$ cat src/rtl/irqreq_pkg.sv
package irqreq_pkg;

  typedef enum logic [1:0] {
    ST_IDLE = 2'd0,
    ST_PEND = 2'd1,
    ST_DATA = 2'd2,
    ST_ACK  = 2'd3
  } req_state_e;

  localparam logic [1:0] CAUSE_NONE  = 2'd0;
  localparam logic [1:0] CAUSE_TRUE  = 2'd1;
  localparam logic [1:0] CAUSE_FALSE = 2'd2;
  localparam logic [1:0] CAUSE_USER  = 2'd3;

  function automatic logic [7:0] cause_byte(input logic [1:0] sel, input logic [5:0] user);
    case (sel)
      CAUSE_NONE:  cause_byte = 8'hFF;
      CAUSE_TRUE:  cause_byte = 8'hFD;
      CAUSE_FALSE: cause_byte = 8'hFC;
      default:     cause_byte = {2'b10, user};
    endcase
  endfunction

endpackage

$ cat src/rtl/irqreq_fsm.sv
module irqreq_fsm
  import irqreq_pkg::*;
#(
  parameter int LVL_W = 3
) (
  input  logic             clk,
  input  logic             rst_n,
  input  logic             evt_i,
  input  logic [LVL_W-1:0] cfg_level_i,
  input  logic             iack_in_n,
  input  logic [LVL_W-1:0] ack_level_i,
  output logic             pend_o,
  output logic [LVL_W-1:0] lvl_o,
  output logic             accept_o,
  output logic             block_o,
  output logic             data_oe_o,
  output logic             dtack_oe_o
);

  req_state_e       st_q, st_d;
  logic [LVL_W-1:0] lvl_q, lvl_d;
  logic             again_q, again_d;
  logic             pass_q, pass_d;
  logic             answering, done;

  assign answering = (st_q == ST_DATA) || (st_q == ST_ACK);
  assign accept_o  = (st_q == ST_PEND) && !iack_in_n && !pass_q && (ack_level_i == lvl_q);
  assign block_o   = !pass_q && (((st_q == ST_PEND) && (ack_level_i == lvl_q)) || answering);
  assign done      = answering && iack_in_n;

  always_comb begin
    st_d    = st_q;
    lvl_d   = lvl_q;
    again_d = again_q;
    pass_d  = !iack_in_n && (pass_q || !block_o);
    case (st_q)
      ST_IDLE: if (evt_i && (cfg_level_i != '0)) begin
        st_d  = ST_PEND;
        lvl_d = cfg_level_i;
      end
      ST_PEND: begin
        if (evt_i) again_d = 1'b1;
        if (accept_o) st_d = ST_DATA;
      end
      default: begin
        if (evt_i) again_d = 1'b1;
        if (done) begin
          st_d    = (again_q || evt_i) ? ST_PEND : ST_IDLE;
          again_d = 1'b0;
        end else if (st_q == ST_DATA) begin
          st_d = ST_ACK;
        end
      end
    endcase
  end

  always_ff @(posedge clk or negedge rst_n) begin
    if (!rst_n) begin
      st_q    <= ST_IDLE;
      lvl_q   <= '0;
      again_q <= 1'b0;
      pass_q  <= 1'b0;
    end else begin
      st_q    <= st_d;
      lvl_q   <= lvl_d;
      again_q <= again_d;
      pass_q  <= pass_d;
    end
  end

  assign pend_o     = (st_q == ST_PEND);
  assign lvl_o      = lvl_q;
  assign data_oe_o  = answering;
  assign dtack_oe_o = (st_q == ST_ACK);


  dtack_after_data_chk: assert property (@(posedge clk) disable iff (!rst_n)
    $rose(dtack_oe_o) |-> $past(data_oe_o));


  answer_release_chk: assert property (@(posedge clk) disable iff (!rst_n)
    (iack_in_n && data_oe_o) |=> !data_oe_o && !dtack_oe_o);

endmodule

$ cat src/rtl/irqreq_status.sv
module irqreq_status
  import irqreq_pkg::*;
#(
  parameter int DATA_W = 16,
  parameter int LA_W   = 8
) (
  input  logic              clk,
  input  logic              rst_n,
  input  logic              load_i,
  input  logic              drive_i,
  input  logic [LA_W-1:0]   log_addr_i,
  input  logic [1:0]        cause_sel_i,
  input  logic [5:0]        user_code_i,
  output logic [DATA_W-1:0] data_o
);

  logic [DATA_W-1:0] word_q, word_d;

  always_comb begin
    word_d = word_q;
    if (load_i) word_d = DATA_W'({cause_byte(cause_sel_i, user_code_i), log_addr_i});
  end

  always_ff @(posedge clk or negedge rst_n) begin
    if (!rst_n) word_q <= '0;
    else        word_q <= word_d;
  end

  assign data_o = drive_i ? word_q : '0;

endmodule

$ cat src/rtl/irqreq_line_drv.sv
module irqreq_line_drv #(
  parameter int NUM_LVL = 7,
  parameter int LVL_W   = 3
) (
  input  logic               pend_i,
  input  logic [LVL_W-1:0]   lvl_i,
  input  logic               iack_in_n,
  input  logic               block_i,
  output logic [NUM_LVL-1:0] irq_drv_o,
  output logic               iack_out_n
);

  for (genvar k = 0; k < NUM_LVL; k++) begin : g_line
    assign irq_drv_o[k] = pend_i && (lvl_i == LVL_W'(k + 1));
  end

  assign iack_out_n = iack_in_n || block_i;

endmodule

$ cat src/rtl/irq_chain_requester.sv
module irq_chain_requester #(
  parameter int NUM_LVL = 7,
  parameter int DATA_W  = 16,
  parameter int LA_W    = 8
) (
  input  logic                       clk,
  input  logic                       rst_n,
  input  logic                       evt_i,
  input  logic [$clog2(NUM_LVL+1)-1:0] cfg_level_i,
  input  logic [LA_W-1:0]            log_addr_i,
  input  logic [1:0]                 cause_sel_i,
  input  logic [5:0]                 user_code_i,
  input  logic                       iack_in_n,
  input  logic [$clog2(NUM_LVL+1)-1:0] ack_level_i,
  output logic [NUM_LVL-1:0]         irq_drv_o,
  output logic                       iack_out_n,
  output logic [DATA_W-1:0]          data_o,
  output logic                       data_oe_o,
  output logic                       dtack_oe_o
);

  localparam int LVL_W = $clog2(NUM_LVL + 1);

  logic             pend, accept, block;
  logic [LVL_W-1:0] lvl;

  irqreq_fsm #(.LVL_W(LVL_W)) u_fsm (
    .clk(clk), .rst_n(rst_n), .evt_i(evt_i), .cfg_level_i(cfg_level_i),
    .iack_in_n(iack_in_n), .ack_level_i(ack_level_i),
    .pend_o(pend), .lvl_o(lvl), .accept_o(accept), .block_o(block),
    .data_oe_o(data_oe_o), .dtack_oe_o(dtack_oe_o)
  );

  irqreq_status #(.DATA_W(DATA_W), .LA_W(LA_W)) u_status (
    .clk(clk), .rst_n(rst_n), .load_i(accept), .drive_i(data_oe_o),
    .log_addr_i(log_addr_i), .cause_sel_i(cause_sel_i), .user_code_i(user_code_i),
    .data_o(data_o)
  );

  irqreq_line_drv #(.NUM_LVL(NUM_LVL), .LVL_W(LVL_W)) u_line (
    .pend_i(pend), .lvl_i(lvl), .iack_in_n(iack_in_n), .block_i(block),
    .irq_drv_o(irq_drv_o), .iack_out_n(iack_out_n)
  );


  irq_onehot_chk: assert property (@(posedge clk) disable iff (!rst_n)
    $onehot0(irq_drv_o));


  chain_origin_chk: assert property (@(posedge clk) disable iff (!rst_n)
    !iack_out_n |-> !iack_in_n);


  no_pass_while_answer_chk: assert property (@(posedge clk) disable iff (!rst_n)
    data_oe_o |-> iack_out_n);


  roak_release_chk: assert property (@(posedge clk) disable iff (!rst_n)
    $rose(data_oe_o) |-> (irq_drv_o == '0));

endmodule

$ cat config.mk
export PLATFORM = sky130hd
export DESIGN_NAME = irq_chain_requester
export DESIGN_NICKNAME = d
export VERILOG_FILES = /design/src/rtl/irqreq_pkg.sv /design/src/rtl/irqreq_fsm.sv /design/src/rtl/irqreq_status.sv /design/src/rtl/irqreq_line_drv.sv /design/src/rtl/irq_chain_requester.sv
export SDC_FILE = /design/constraint.sdc
export NUM_CORES = 1
export LEC_CHECK = 0
export BUFFER_PORTS_ARGS = -buffer_cell sky130_fd_sc_hd__buf_2
export CAP_MARGIN = 30
export CORE_UTILIZATION = 47
export DETAILED_ROUTE_END_ITERATION = 12
export PLACE_DENSITY = 0.79
export SYNTH_ARGS = -nofsm -noshare
export SYNTH_HDL_FRONTEND = slang
export SYNTH_SLANG_ARGS = --single-unit
$ cat constraint.sdc
create_clock -name clk -period 1.84 [get_ports clk]
set_input_delay 0.368 -clock clk [delete_from_list [all_inputs] [get_ports clk]]
set_output_delay 0.368 -clock clk [all_outputs]
set_load 0.005 [all_outputs]
Yosys cells after proc, flatten, opt, wreduce, memory -nomap -nowiden
Cells that the tools add are included. Widths: inputs -> output; s select.

Output and inout bits: 26. Bits in latches: 0. Memories kept: 0. Bits in writable memories: 0. Logic and storage cells: 60. Memory bits (read-only): 0. Input port bits: 26. Register bits: 23.

Divide/modulo/power cells: 0. Add/subtract/negate cells: 0. Bitwise gates (word level): 0. Multiplexer cells: 11. Reduce and logical (&&, ||, !) cells: 29. Equality and inequality tests: 15. Order comparisons: 0. Multiply operators: 0. Shifts and indexed selects: 0.

Operators by type and width (number): $pmux 7 s3 (1); $mux 16 (1); $logic_and 1x1->1 (15); $eq 3x3->1 const B (4); $mux 2 (4); $eq 2x2->1 const B (3); $eq 3x2->1 const B (2); $logic_or 1x1->1 (5); $eq 2x1->1 const B (2); $logic_not 2->1 (2); $pmux 2 s2 (1); $reduce_bool 4->1 (1); $eq 3x1->1 const B (1); $eq 3x3->1 (1); $logic_not 1->1 (3); $mux 1 (3); $reduce_and 3->1 (1); $reduce_bool 3->1 (1); $ne 2x1->1 const B (1); $ne 2x2->1 const B (1); $pmux 1 s2 (1); $reduce_and 2->1 (1).

Longest topological paths before layout
Word-level depth: 7. Gate-level depth with buffers: 5. Gate-level depth less buffers: 3.

By module
Synthesis repeated with hierarchy kept, for this count alone.

Cells, all modules: 107. Area, all modules: 1218.7 um^2.

Modules (own cells, without submodules): irqreq_status (cells an instance 64, area each 735.7 um^2, sequential area each 400.4 um^2, instances 1); irqreq_fsm (cells an instance 35, area each 395.4 um^2, sequential area each 175.2 um^2, instances 1); irqreq_line_drv (cells an instance 8, area each 87.6 um^2, sequential area each 0.0 um^2, instances 1).

Worst setup path before layout
No wires, ideal clock.

Kind: register to register. Start point: register u_fsm.st_q[1]. End point: register u_status.word_q[14]. Cell stages (with the launch flop): 6. Period minus slack after synthesis: 1.575 ns. Data required time: 1.715 ns. Slack: 0.265 ns. Library setup time: 0.125 ns. Arrival: 1.450 ns. Buffers on the path: 2. Cells stage by stage: dfrtp_1 -> buf_6 -> nor4b_4 -> nand4_4 -> buf_6 -> mux2_4.

Cells in the longest elaborated chain, start to end: 4.

RTL lines: start, declared (line irqreq_fsm.sv:20) `req_state_e st_q, st_d;`; start signal, assigned (line irqreq_fsm.sv:64) `st_q <= st_d;`; $eq 2x1->1 (line irqreq_fsm.sv:27) `assign accept_o = (st_q == ST_PEND) && !iack_in_n && !pass_q && (ack_level_i == lvl_q);`; $logic_and 1x1->1 (3 in series) (line irqreq_fsm.sv:27); end signal, assigned (line irqreq_status.sv:26) `else word_q <= word_d;`; end, declared (line irqreq_status.sv:17) `logic [DATA_W-1:0] word_q, word_d;`.

No other way between the ends. A chain may end at the register's enable or synchronous reset.

Worst setup path in the final report
Start point: register u_fsm.lvl_q[1], in the netlist u_fsm.lvl_o[1]. End point: output port iack_out_n.

Cells in the longest elaborated chain, start to end: 5.

RTL lines: start, declared (line irqreq_fsm.sv:21) `logic [LVL_W-1:0] lvl_q, lvl_d;`; start signal, assigned (line irqreq_fsm.sv:65) `lvl_q <= lvl_d;`; $eq 3x3->1 (line irqreq_fsm.sv:28) `assign block_o = !pass_q && (((st_q == ST_PEND) && (ack_level_i == lvl_q)) || answering);`; $logic_and 1x1->1 (line irqreq_fsm.sv:28); $logic_or 1x1->1 (line irqreq_fsm.sv:28); $logic_and 1x1->1 (line irqreq_fsm.sv:28); $logic_or 1x1->1 (line irqreq_line_drv.sv:17) `assign iack_out_n = iack_in_n || block_i;`; end, declared (line irq_chain_requester.sv:16) `output logic iack_out_n,`.

No other way between the ends.

==> impl_metrics.tcl <==
set metrics [dict create \
    avgRoutedWirePerCell_um 13.3 \
    timing.critical_path.to_type "output port" \
    slew_headroom 0.663 \
    overall_fraction_of_global_route_tracks_in_use 0.208 \
    peakVddDrop_v 0.000817 \
    port-buffer-count 51 \
    highest_count_cells_in_the_layout_ignoring_fill_and_taps "buf_2 (51), dfrtp_1 (20), and2_1 (17), buf_4 (11), nor2_1 (10)" \
    area_growth_syn_to_layout_pct 36.3 \
    critical_path.reg2reg.endpoint "u_status.word_q[9]$_DFFE_PN0P_" \
    synth.ff_latch_count 23 \
    ys_seq_area_frac 0.461 \
    route.detailed.drc 0 \
    r2r-start "u_fsm.st_q[1]$_DFFE_PN0P_" \
    crit_path_max_incr_delay_ns 0.46 \
    grt_remaining_overflow 0 \
    wire_length_of_the_first_global_routing_pass_um 4200 \
    rsz0062_at_grt "true" \
    worstSetupEndpoint "iack_out_n" \
    slowest_stage "dfrtp_2" \
    report.final.setup_viol 1 \
    hold_class "input port to asynchronous set/reset pin" \
    filler_cell_count 213 \
    critical_path_required_ns 1.47 \
    drive_above_1_share 0.552 \
    cts-root-to-sink-buffers 2 \
    failing_checks "setup timing" \
    tritoncts.num_buffers 3 \
    detail_route.iter0.violations 4 \
    via_count_of_the_first_global_routing_pass 988 \
    h-tree-depth 1 \
    final_net_count 201 \
    drt.antenna.violating_nets 0 \
    list_of_cells_traversed_by_the_critical_path "xnor2_4, and4_1, a221o_1, buf_2" \
    worst-r2r-setup-slack_ns 0.15 \
    timing.critical_path.from_type "flip-flop" \
    cts_tree "done" \
    tns_ns -0.0431 \
    die_area_mm2 0.00286 \
    path_class "flip-flop to output port" \
    cts.clk_slew.worst_paths_ns 0.12 \
    finalCriticalPeriod_ns 1.88 \
    post_route_clock_period_utilization 1.02 \
    die_height_um 53.5 \
    yosysWarnings 0 \
    routed_via_density 4.96 \
    mostFrequentLayoutCell "buf_2" \
    detail_route.first_pass.iterations 3 \
    n_antenna_cell 0 \
    netlist_area_pre_place_mm2 0.00125 \
    grt_antenna_before_repair 0 \
    final-max-slew-violation-count 0 \
    hold-worst-slack_ns 0.0131 \
    dr_total_vias 1012 \
    effective_utilization_at_floorplan 0.499 \
    avgSynthCellArea_um2 11.1 \
    core_area_mm2 0.00250 \
    setup.worst_path.start "u_fsm.lvl_o[1]$_DFFE_PN0P_" \
    syn-num-nets 138 \
    gp_congestion 0.738 \
    final_critical_path_setup_slack_ns -0.0431 \
    cells_after_synthesis 112 \
    ios 52 \
    power.density_cell_area_mw_per_mm2 1240 \
    drt-total-wl_um 2720 \
    die-width_um 53.5 \
    run_status "complete, but fails checks" \
    later_pin_clock_latency_in_the_skew_report_ns 0.30 \
    finClkSkew_ns 0.00295 \
    hold_viol_final 0 \
    placementRows 18 \
    p_leak_nw 0.933 \
    clock_sinks 23 \
    synth.lib_cells_used.distinct 27 \
    max_clock_freq_mhz 531 \
    grt_max_degree 24 \
    cp_max_fo 3 \
    critical_path_at_ns 1.52 \
    hpwl_after_detailed_placement_um 1880 \
    cts_root_buf "clkbuf_4" \
    count_of_cells_along_the_worst_register_to_register_path 4 \
    max_slew.worst_pin.slew_ns 0.506 \
    max_cap_violations 0 \
]
cell usage after synthesis (all sizes together):
library cell  instances  area [µm²]
a221o                 2        20.0
a221oi                1        8.76
a22oi                 1        7.51
a41oi                 1        8.76
and2                 17         106
and4                  1        8.76
buf                   2        22.5
clkbuf                3        11.3
dfrtp                23         576
inv                   6        22.5
mux2                 14         176
mux2i                 4        40.0
nand2                 6        22.5
nand2b                3        18.8
nand3                 1        5.00
nand4                 2        27.5
nor2                 10        37.5
nor2b                 2        12.5
nor3                  5        25.0
nor4b                 2        38.8
o21ai                 2        10.0
or2b                  1        7.51
xnor2                 3        33.8
per-layer routing:
metal	track usage	up-vias	routed length (µm)
met4	0.0658	0	12
met5	0	-	0
met1	0.249	476	1120
li1	-	504	-
met2	0.381	30	1460
met3	0.0287	2	115
metrics by stage:
stage	power (mW)	setup WS, ns	instances	cell area [µm²]	utilization
2_1_floorplan	1.39	0.265	112	1250	-
3_3_place_gp	1.64	0.139	194	1550	0.621
3_5_place_dp	1.68	0.111	194	1550	0.621
4_1_cts	2.01	-0.0572	200	1640	0.656
5_1_grt	2.26	-0.0896	204	1700	0.680
6_report	2.12	-0.0431	204	1700	0.680
where the power goes:
part	switching, mW	internal [mW]
Combinational	0.439	0.592
Clock	0.143	0.0809
Sequential	0.150	0.710
Total	0.732	1.38
critical path: cells and delay by family, from the launching register on:
kind,cells,cell delay [ns]
flops,1,0.46
compound gates,1,0.29
simple gates,1,0.19
xor+xnor,1,0.14
buf+inv,1,0.13
how the worst min path moves through the flow:
stage / startpoint / end / slack, ns / depth (start not counted)
finish: rst_n / u_status.word_q[3]$_DFFE_PN0P_ / 0.01 / 1
global route: rst_n / u_status.word_q[0]$_DFFE_PN0P_ / 0.04 / 1
CTS: rst_n / u_status.word_q[3]$_DFFE_PN0P_ / 0.02 / 1
detailed placement: rst_n / u_status.word_q[3]$_DFFE_PN0P_ / 0.37 / 1
global placement: rst_n / u_status.word_q[0]$_DFFE_PN0P_ / 0.36 / 1
floorplan: rst_n / u_fsm.again_q$_DFFE_PN0N_ / 0.07 / 0
registers in the layout, indices dropped and copies added, names as in the netlist:
| signal | cells |
|---|---|
| u_fsm.st_q | 2 |
| u_fsm.lvl_o | 3 |
| u_fsm.pass_q | 1 |
| u_status.word_q | 16 |
| u_fsm.again_q | 1 |
logic make-up (layout without fill, tap and decap cells):
logic type / Yosys count / after routing / share of synthesized area
and+or+nand+nor: 50 / 50 / 0.249
AOI/OAI and AO/OA: 7 / 7 / 0.0441
xor gates and xnor gates: 3 / 3 / 0.0271
muxes: 18 / 18 / 0.174
buffers and inverters: 11 / 73 / 0.0451
DFF: 23 / 23 / 0.461
layout make-up:
| type | instances | area [µm²] | area share |
|---|---|---|---|
| Sequential cell | 23 | 579 | 0.341 |
| Multi-Input combinational cell | 78 | 681 | 0.400 |
| Timing Repair Buffer | 63 | 353 | 0.208 |
| Inverter | 6 | 22.5 | 0.0132 |
| Clock inverter | 1 | 5.00 | 0.00294 |
| Clock buffer | 3 | 22.5 | 0.0132 |
| Tap cell | 30 | 37.5 | 0.0221 |
repair_timing:
action | CTS | global route
gates resized for setup | 8 | 8
endpoints found under the setup margin | 8 | 8
gates cloned | 0 | 0
hold buffers | 0 | 0
pin swaps | 3 | 4
buffers inserted | 4 | 4
(Power assumes the default switching activity.)
